**src/rtl/txcr_pkg.sv**
```systemverilog
package txcr_pkg;
  typedef enum logic [1:0] {ST_IDLE, ST_DEFER, ST_TX, ST_BACKOFF} txcr_state_e;

  localparam int STAT_W     = 16;
  localparam int CNT_W      = 5;
  localparam int BIT_MAXCOL = 4;
  localparam int BIT_LATE   = 5;
  localparam int BIT_XSDFR  = 7;
  localparam int BIT_DEFER  = 8;
  localparam int BIT_ABORT  = 14;

  function automatic logic [STAT_W-1:0] pack_status(
    input logic [CNT_W-1:0] ncol, input logic maxc, input logic late,
    input logic xs, input logic dfr, input logic ab);
    logic [STAT_W-1:0] s;
    s = '0;
    s[3:0]        = (ncol > 5'd15) ? 4'hF : ncol[3:0];
    s[BIT_MAXCOL] = maxc;
    s[BIT_LATE]   = late;
    s[BIT_XSDFR]  = xs;
    s[BIT_DEFER]  = dfr;
    s[BIT_ABORT]  = ab;
    return s;
  endfunction
endpackage

```
**src/rtl/txcr_lfsr.sv**
```systemverilog
module txcr_lfsr #(
  parameter int          W    = 10,
  parameter logic [W-1:0] TAPS = 10'h240,
  parameter logic [W-1:0] SEED = 10'h1A5
) (
  input  logic         clk_i,
  input  logic         rst_ni,
  output logic [W-1:0] rnd_o
);
  logic [W-1:0] q;

  always_ff @(posedge clk_i or negedge rst_ni) begin
    if (!rst_ni) q <= SEED;
    else         q <= {1'b0, q[W-1:1]} ^ (q[0] ? TAPS : '0);
  end

  assign rnd_o = q;

  // a stuck-at-zero generator would freeze back-off at zero slots
  p_lfsr_live_r8: assert property (@(posedge clk_i) disable iff (!rst_ni) q != '0);
endmodule

```
**src/rtl/txcr_backoff.sv**
```systemverilog
module txcr_backoff #(
  parameter int SLOT_BITS = 512,
  parameter int EXP_CAP   = 10,
  parameter int CNT_W     = 5
) (
  input  logic               clk_i,
  input  logic               rst_ni,
  input  logic               start_i,
  input  logic [CNT_W-1:0]   ncol_i,
  input  logic [EXP_CAP-1:0] rnd_i,
  input  logic               tick_i,
  input  logic               slow_i,
  output logic               expire_o
);
  localparam int TK_W = $clog2(SLOT_BITS);

  logic               run;
  logic [EXP_CAP-1:0] slots;
  logic [TK_W-1:0]    tk;
  logic [EXP_CAP-1:0] mask;
  logic [TK_W-1:0]    slot_last;

  always_comb begin
    mask = '0;
    for (int i = 0; i < EXP_CAP; i++)
      if (i < int'(ncol_i)) mask[i] = 1'b1;
  end

  assign slot_last = slow_i ? TK_W'(SLOT_BITS - 1) : TK_W'(SLOT_BITS / 4 - 1);

  always_ff @(posedge clk_i or negedge rst_ni) begin
    if (!rst_ni) begin
      run      <= 1'b0;
      slots    <= '0;
      tk       <= '0;
      expire_o <= 1'b0;
    end else begin
      expire_o <= 1'b0;
      if (start_i) begin
        run   <= 1'b1;
        slots <= rnd_i & mask;
        tk    <= '0;
      end else if (run) begin
        if (slots == '0) begin
          run      <= 1'b0;
          expire_o <= 1'b1;
        end else if (tick_i) begin
          if (tk == slot_last) begin
            tk    <= '0;
            slots <= slots - 1'b1;
          end else begin
            tk <= tk + 1'b1;
          end
        end
      end
    end
  end

  p_expire_pulse_r8: assert property (@(posedge clk_i) disable iff (!rst_ni)
    expire_o |=> !expire_o);
  p_slots_down_r8: assert property (@(posedge clk_i) disable iff (!rst_ni)
    (run && !start_i) |=> slots <= $past(slots));
endmodule

```
**src/rtl/txcr_defer.sv**
```systemverilog
module txcr_defer #(
  parameter int LIM_SER = 24287,
  parameter int LIM_NIB = 6071
) (
  input  logic clk_i,
  input  logic rst_ni,
  input  logic count_i,
  input  logic clr_i,
  input  logic slow_i,
  output logic over_o
);
  localparam int DW = $clog2(LIM_SER + 2);

  logic [DW-1:0] cnt;
  logic [DW-1:0] lim;

  assign lim    = slow_i ? DW'(LIM_SER) : DW'(LIM_NIB);
  assign over_o = cnt > lim;

  always_ff @(posedge clk_i or negedge rst_ni) begin
    if (!rst_ni)                  cnt <= '0;
    else if (clr_i)               cnt <= '0;
    else if (count_i && !over_o)  cnt <= cnt + 1'b1;
  end

  p_cnt_cap_r9: assert property (@(posedge clk_i) disable iff (!rst_ni)
    cnt <= DW'(LIM_SER + 1));
endmodule

```
**src/rtl/tx_coll_retry.sv**
```systemverilog
module tx_coll_retry
  import txcr_pkg::*;
#(
  parameter int WIN_W     = 6,
  parameter int RETRY_W   = 4,
  parameter int SLOT_BITS = 512,
  parameter int EXP_CAP   = 10,
  parameter int LIM_SER   = 24287,
  parameter int LIM_NIB   = 6071
) (
  input  logic               clk_i,
  input  logic               rst_ni,
  input  logic               bit_tick_i,
  input  logic               sof_i,
  input  logic               byte_i,
  input  logic               end_i,
  input  logic               col_i,
  input  logic               crs_i,
  input  logic [WIN_W-1:0]   cfg_win_i,
  input  logic [RETRY_W-1:0] cfg_max_retry_i,
  input  logic               cfg_no_backoff_i,
  input  logic               cfg_imm_retx_i,
  input  logic               cfg_defer_inf_i,
  input  logic               cfg_slow_i,
  output logic               go_o,
  output logic               retry_o,
  output logic               done_o,
  output logic [STAT_W-1:0]  status_o
);
  localparam int BC_W = WIN_W + 1;

  txcr_state_e        st;
  logic [CNT_W-1:0]   coll;
  logic [CNT_W-1:0]   ncoll;
  logic [BC_W-1:0]    bcnt;
  logic               dfr;
  logic               late;
  logic               over_lim;
  logic               bo_start;
  logic               bo_expire;
  logic               dly_over;
  logic [EXP_CAP-1:0] rnd;

  assign ncoll    = coll + 1'b1;
  assign late     = bcnt > BC_W'(cfg_win_i);
  assign over_lim = ncoll > CNT_W'(cfg_max_retry_i);
  assign bo_start = (st == ST_TX) && col_i && !late && !over_lim &&
                    !cfg_imm_retx_i && !cfg_no_backoff_i;

  txcr_lfsr #(.W(EXP_CAP), .TAPS(EXP_CAP'(10'h240)), .SEED(EXP_CAP'(10'h1A5))) u_lfsr (
    .clk_i, .rst_ni, .rnd_o(rnd)
  );

  txcr_backoff #(.SLOT_BITS(SLOT_BITS), .EXP_CAP(EXP_CAP), .CNT_W(CNT_W)) u_backoff (
    .clk_i, .rst_ni, .start_i(bo_start), .ncol_i(ncoll), .rnd_i(rnd),
    .tick_i(bit_tick_i), .slow_i(cfg_slow_i), .expire_o(bo_expire)
  );

  txcr_defer #(.LIM_SER(LIM_SER), .LIM_NIB(LIM_NIB)) u_defer (
    .clk_i, .rst_ni,
    .count_i(st == ST_DEFER && crs_i && bit_tick_i),
    .clr_i(st != ST_DEFER),
    .slow_i(cfg_slow_i), .over_o(dly_over)
  );

  always_ff @(posedge clk_i or negedge rst_ni) begin
    if (!rst_ni) begin
      st       <= ST_IDLE;
      coll     <= '0;
      bcnt     <= '0;
      dfr      <= 1'b0;
      go_o     <= 1'b0;
      retry_o  <= 1'b0;
      done_o   <= 1'b0;
      status_o <= '0;
    end else begin
      go_o    <= 1'b0;
      retry_o <= 1'b0;
      done_o  <= 1'b0;
      unique case (st)
        ST_IDLE: if (sof_i) begin
          st   <= ST_DEFER;
          coll <= '0;
          dfr  <= 1'b0;
        end
        ST_DEFER: begin
          if (crs_i) begin
            dfr <= 1'b1;
            if (dly_over && !cfg_defer_inf_i) begin
              done_o   <= 1'b1;
              status_o <= pack_status(coll, 1'b0, 1'b0, 1'b1, 1'b1, 1'b1);
              st       <= ST_IDLE;
            end
          end else begin
            go_o <= 1'b1;
            bcnt <= '0;
            st   <= ST_TX;
          end
        end
        ST_TX: begin
          if (col_i) begin
            if (late) begin
              done_o   <= 1'b1;
              status_o <= pack_status(coll, 1'b0, 1'b1, 1'b0, dfr, 1'b1);
              st       <= ST_IDLE;
            end else if (over_lim) begin
              coll     <= ncoll;
              done_o   <= 1'b1;
              status_o <= pack_status(ncoll, 1'b1, 1'b0, 1'b0, dfr, 1'b1);
              st       <= ST_IDLE;
            end else begin
              coll    <= ncoll;
              retry_o <= 1'b1;
              if (cfg_imm_retx_i) begin
                go_o <= 1'b1;
                bcnt <= '0;
              end else if (cfg_no_backoff_i) begin
                st <= ST_DEFER;
              end else begin
                st <= ST_BACKOFF;
              end
            end
          end else if (end_i) begin
            done_o   <= 1'b1;
            status_o <= pack_status(coll, 1'b0, 1'b0, 1'b0, dfr, 1'b0);
            st       <= ST_IDLE;
          end else if (byte_i && bcnt != '1) begin
            bcnt <= bcnt + 1'b1;
          end
        end
        ST_BACKOFF: if (bo_expire) st <= ST_DEFER;
        default: st <= ST_IDLE;
      endcase
    end
  end

  p_done_pulse_r11: assert property (@(posedge clk_i) disable iff (!rst_ni)
    done_o |=> !done_o);
  p_no_go_on_carrier_r2: assert property (@(posedge clk_i) disable iff (!rst_ni)
    (st == ST_DEFER && crs_i) |=> !go_o);
  p_late_no_retry_r4: assert property (@(posedge clk_i) disable iff (!rst_ni)
    (st == ST_TX && col_i && late) |=> (done_o && !retry_o));
  p_maxcol_abort_r5: assert property (@(posedge clk_i) disable iff (!rst_ni)
    (done_o && status_o[BIT_MAXCOL]) |-> (status_o[BIT_ABORT] && status_o[3:0] != 4'h0));
  p_retry_excl_r3: assert property (@(posedge clk_i) disable iff (!rst_ni)
    !(retry_o && done_o));
  p_imm_go_r7: assert property (@(posedge clk_i) disable iff (!rst_ni)
    retry_o |-> (go_o == $past(cfg_imm_retx_i)));
endmodule

```
**config.mk**
```make
export PLATFORM = sky130hd
export DESIGN_NAME = tx_coll_retry
export DESIGN_NICKNAME = d
export VERILOG_FILES = /design/src/rtl/txcr_pkg.sv /design/src/rtl/txcr_lfsr.sv /design/src/rtl/txcr_backoff.sv /design/src/rtl/txcr_defer.sv /design/src/rtl/tx_coll_retry.sv
export SDC_FILE = /design/constraint.sdc
export NUM_CORES = 1
export LEC_CHECK = 0
export ABC_AREA = 1
export ABC_CLOCK_PERIOD_IN_PS = 2900
export BUFFER_PORTS_ARGS = -buffer_cell sky130_fd_sc_hd__buf_2
export CAP_MARGIN = 20
export CORE_MARGIN = 2
export CORE_UTILIZATION = 62
export CTS_BUF_LIST = sky130_fd_sc_hd__clkbuf_2
export DETAILED_ROUTE_END_ITERATION = 8
export PLACE_DENSITY = 0.81
export SKIP_LAST_GASP = 1
export SYNTH_ARGS = -nofsm -noshare
export SYNTH_HDL_FRONTEND = slang
export SYNTH_SLANG_ARGS = --single-unit
```
**constraint.sdc**
```tcl
create_clock -name clk_i -period 2.9 [get_ports clk_i]
set_input_delay 0.87 -clock clk_i [delete_from_list [all_inputs] [get_ports clk_i]]
set_output_delay 0.87 -clock clk_i [all_outputs]
set_load 0.05 [all_outputs]
```
# [Word level (Yosys, flattened, before mapping)]
# Index checks and enable logic that the tools add are counted.
[totals] register_bits=80 in_bits=22 output_inout_bits=19
[classes] addsub=5 magnitude_cmp=15 eq_ne=23 muxes=83 n_bitwise=2 n_reduce_logical=32
[op_table] cell="$mux 16" n=6
[op_table] cell="$mux 10" n=6
[op_table] cell="$mux 9" n=6
[op_table] cell="$mux 7" n=7
[op_table] cell="$mux 15" n=3
[op_table] cell="$mux 1" n=33
[op_table] cell="$pmux 16 s2" n=1
[op_table] cell="$lt 3x5->1 const A" n=4
[op_table] cell="$mux 2" n=10
[op_table] cell="$add 15x1->15 const B" n=1
[op_table] cell="$gt 15x15->1" n=1
[op_table] cell="$mux 5" n=3
[op_table] cell="$ne 3x3->1 const B" n=5
[op_table] cell="$pmux 7 s2" n=1
[op_table] cell="$reduce_bool 2->1" n=7
[op_table] cell="$ne 2x2->1 const B" n=6
[op_table] cell="$and 10x10->10" n=1
[op_table] cell="$gt 5x4->1 const B" n=2
[op_table] cell="$logic_and 1x1->1" n=10
[op_table] cell="$logic_not 10->1" n=1
[op_table] cell="$lt 1x5->1 const A" n=2
[op_table] cell="$lt 2x5->1 const A" n=2
[op_table] cell="$lt 4x5->1 const A" n=2
[op_table] cell="$pmux 5 s2" n=1
[op_table] cell="other kinds (24)" n=39

# [Longest topological paths before layout]
[depth] ltp_word=8 ltp_mapped=17 ltp_nobuf=17

# [Cells and area by module]
# From an unflattened synthesis, not the netlist that was laid out.
[hier_totals] cells_unflattened=679 area_unflattened_um2=5104.9
[by_module_without_submodules] mod="tx_coll_retry" instances=1 cells_each=263 area_each_um2=2094.5
[by_module_without_submodules] mod="txcr_backoff" instances=1 cells_each=222 area_each_um2=1522.7
[by_module_without_submodules] mod="txcr_defer" instances=1 cells_each=179 area_each_um2=1212.4
[by_module_without_submodules] mod="txcr_lfsr" instances=1 cells_each=15 area_each_um2=275.3

# [Worst setup path after synthesis]
# Ideal clock, no wire load.
[synth_path] kind="input to register" from="input port cfg_slow_i" to="register status_o[8]" setup_ns=0.120 arrival_ns=2.178 required_time_ns=2.780 setup_slack_ns=0.602 cell_stages=14 cell_sequence="inv_1 > ha_1 > nand2_1 > nor2_1 > nand2_1 > nand2_1 > nand2_1 > nand2_2 > nand3_2 > nand2_2 > nand3_2 > buf_6 > nand2_1 > o21ai_2"
[synth_between] elab_chain_len=5
[synth_lines] item="from (decl)" line="tx_coll_retry.sv:24" text="input logic cfg_slow_i,"
[synth_lines] item="$mux 15" line="txcr_defer.sv:17" text="assign lim = slow_i ? DW'(LIM_SER) : DW'(LIM_NIB);"
[synth_lines] item="$gt 15x15->1" line="txcr_defer.sv:18" text="assign over_o = cnt > lim;"
[synth_lines] item="$logic_and 1x1->1" line="tx_coll_retry.sv:89" text="if (dly_over && !cfg_defer_inf_i) begin"
[synth_lines] item="$ne 2x1->1 (no line)"
[synth_lines] item="$reduce_and 5->1 (no line)"
[synth_lines] item="to (signal assigned)" line="tx_coll_retry.sv:91" text="status_o <= pack_status(coll, 1'b0, 1'b0, 1'b1, 1'b1, 1'b1);"
[synth_lines] item="to (signal assigned)" line="tx_coll_retry.sv:104" text="status_o <= pack_status(coll, 1'b0, 1'b1, 1'b0, dfr, 1'b1);"
[synth_lines] item="to (signal assigned)" line="tx_coll_retry.sv:109" text="status_o <= pack_status(ncoll, 1'b1, 1'b0, 1'b0, dfr, 1'b1);"
[synth_lines] item="to (decl)" line="tx_coll_retry.sv:28" text="output logic [STAT_W-1:0] status_o"
# No other way between the ends.
# A chain may end at the register's enable or synchronous reset.

# [Final worst setup path]
[layout_path] from="register coll[0]" to="register u_backoff.slots[9]"
[layout_between] elab_chain_len=8
[layout_lines] item="from (decl)" line="tx_coll_retry.sv:33" text="logic [CNT_W-1:0] coll;"
[layout_lines] item="from (signal assigned)" line="tx_coll_retry.sv:107" text="coll <= ncoll;"
[layout_lines] item="from (signal assigned)" line="tx_coll_retry.sv:112" text="coll <= ncoll;"
[layout_lines] item="$add 5x1->5 *" line="tx_coll_retry.sv:44" text="assign ncoll = coll + 1'b1;"
[layout_lines] item="$gt 5x4->1" line="tx_coll_retry.sv:46" text="assign over_lim = ncoll > CNT_W'(cfg_max_retry_i);"
[layout_lines] item="$logic_not 1->1" line="tx_coll_retry.sv:47" text="assign bo_start = (st == ST_TX) && col_i && !late && !over_lim &&"
[layout_lines] item="$logic_and 1x1->1 (2 in a row)" line="tx_coll_retry.sv:47"
[layout_lines] item="$logic_and 1x1->1" line="tx_coll_retry.sv:48" text="!cfg_imm_retx_i && !cfg_no_backoff_i;"
[layout_lines] item="$ne 2x2->1 (no line) / $reduce_bool 2->1 (equally long branches)"
[layout_lines] item="$reduce_and 4->1 (no line)"
[layout_lines] item="to (signal assigned)" line="txcr_backoff.sv:41" text="slots <= rnd_i & mask;"
[layout_lines] item="to (signal assigned)" line="txcr_backoff.sv:50" text="slots <= slots - 1'b1;"
[layout_lines] item="to (decl)" line="txcr_backoff.sv:18" text="logic [EXP_CAP-1:0] slots;"
# Mark *: on every way between the ends. The rest lies on a longest branch, timed or not.

==> flow_summary.ini <==
[place]
gp_congestion = 0.970
place_area_mm2 = 0.00500
hpwl_um = 7690
post-place-cells = 765
pre_cts_slack_ps = 120
io_buffers = 33

[global_route]
grt_pass1_vias = 4003
antenna_found_initial = 0
grt_max_degree = 74
grtUsageTotal_pct = 26.1
grt_overflow = 0
grt_pass1_wl_um = 17800

[detailed_routing]
firstDrtPassIters = 5
wirelength_um = 10200
route.met3.wl_um = 516
wl_met1_um = 4720
maxUsedRoutingLayer = met4
drc = 0
avgRoutedWirePerCell_um = 13.1
wl_met2_um = 4840
vias = 4237
drt-vias-per-instance = 5.43
antenna_left = 0
drt_iter0_markers = 256

[clocking]
htree_levels = 3
cts_sinks = 73
cts_setup_buffers = 0
clk_pin_slew_worst_paths_ps = 220
cts.repair.resized = 0
cts_tree = built
cts_hold_buffers = 0
clockRootBuffer = clkbuf_2
clk_path_buf_depth = 2
numCtsBuffers = 9
clock_latency_ps = 520

[floorplanning]
initial_utilization_pct = 64.9
dieArea_mm2 = 0.00839
die_h_um = 91.6
core-area_mm2 = 0.00733
ios = 41
num_rows = 31
die_x_um = 91.6

[critical_path]
required_ps = 3340
path_class = flop to flop
cp-startpoint = coll[0]
crit_fanout = 16
cp-end-kind = flop
crit_path_start_kind = flop
cp_data_arrival_time_ps = 3070
reg2reg_from = coll[0]

[timing]
finalSetupViolCount = 0
hold_viol = 0
max_slew_margin_pct = 61.2
worst_pin_slew_ps = 576
fmax_mhz = 381
final.setup.worst_slack_ps = 276
fin_skew_ps = 30.8
rsz0062_at_grt = false
period_needed_ps = 2620
slew_viol_final = 0
timing.setup.tns_ps = 0
whs_ps = 324
layout_worst_path_cycle_share_pct = 90.5

[status]
outcome = finished clean

[power]
power_mw = 3.46
ir_drop_v = 0.000389
p_leak_nw = 2.68
power_density_mw_per_mm2 = 676

[synth]
synth_seq_cells = 73
async_flop_share_pct = 100
avgSynthCellArea_um2 = 7.48
synth_area_leader_cell = dfrtp_1
synthTopCellsByCount = nand2_1, inv_1, dfrtp_1, nor2_1, nand3_1
synth_top_cell_area_share_pct = 35.8
syn_inst = 636
synth-seq-area-share_pct = 38.5
yosys_warnings = 0
synth-edff-count = 0
synth_cell_type_count = 40
synth_most_common_cell = nand2_1
synth_area_mm2 = 0.00476
synth_area_leaders = dfrtp_1, nand2_1, ha_1
synth-main-ff-cell = dfrtp_1

[cells_and_area]
drive_gt1_share_pct = 14.4
fin_cells = 781
multi_input_area_mm2 = 0.00250
register_area_mm2 = 0.00183
fillers = 605
layout.nets = 726
fin_util_pct = 69.8
fin_area_mm2 = 0.00511
synthToLayoutAreaGrowth_pct = 7.52
n_antenna_cell = 0

[min_path]
holdCritPathClass = input pin to async pin

[job]
max-cap-violations = 0
## flip-flops by register name, summed over array words and instances, names as in the netlist
name	flops
u_defer.cnt	15
u_backoff.slots	10
u_lfsr.rnd_o	10
status_o	9
u_backoff.tk	9
bcnt	7
coll	5
st	2
dfr	1
done_o	1
go_o	1
retry_o	1
u_backoff.expire_o	1
u_backoff.run	1
## where the power goes
group / switching, mW / internal, mW
Sequential: 0.143 / 1.19
Combinational: 1.08 / 0.491
Clock: 0.366 / 0.198
Total: 1.58 / 1.87
## per-layer routing
metal | track usage, % | vias to the layer above
li1 | - | 2121
met1 | 35.6 | 1973
met2 | 41.8 | 127
met3 | 4.23 | 16
met4 | 10.1 | 0
met5 | 0 | -
## final timing paths
check / end / slack, ps / cells after the start
max: u_backoff.slots[9] / 280 / 13
min in group clk_i: u_lfsr.rnd_o[7] / 390 / 0
max in group asynchronous: u_defer.cnt[7] / 2230 / 2
min reg2reg: u_lfsr.rnd_o[7] / 390 / 0
min: bcnt[4] / 320 / 2
max reg2reg: u_backoff.slots[9] / 280 / 13
## kinds of logic after synthesis
logic type | share of synthesized area [%]
other | 0.0789
AOI/OAI and AO/OA | 8.31
xor gates and xnor gates | 3.13
DFF | 38.5
adders and majority gates | 7.10
buffers and inverters | 9.26
and+or+nand+nor | 33.6
## area by class of cell
class	count	area share [%]
multi-input cells	470	49.0
flip-flops and latches	73	35.8
inverters	83	6.09
repair buffers	40	4.50
well taps	99	2.42
clock inverters	6	1.17
clock buffers	10	0.979
## cells in the final DEF (no fill, tap or decap), drive strengths merged
master      n
or2         5
o22ai       4
clkinv      4
clkinvlp    1
nor2       60
dfrtp      68
xnor2       1
nor2b       1
buf        40
o2111ai     1
nor3b       1
a31oi       1
inv        83
xor2       16
bufinv      1
clkbuf     10
a21oi       8
o31ai       4
nand3b      1
ha         27
nand3      62
nand4      21
nor3       15
a21o        1
conb        7
nand2     191
a211oi      2
dfstp       5
o21ai      41
## worst max-delay path: stages, from the launching register on
cell	delay (ps)
dfrtp_1	530
nand4_1	160
nand2_1	200
inv_1	140
ha_1	310
nand2_2	60
nor2_2	120
nand2_1	90
nand2_4	120
nand4_4	260
o31ai_4	220
inv_2	170
nand2_1	100
nand2_1	60
No activity file was read; power rests on OpenSTA's default activity.
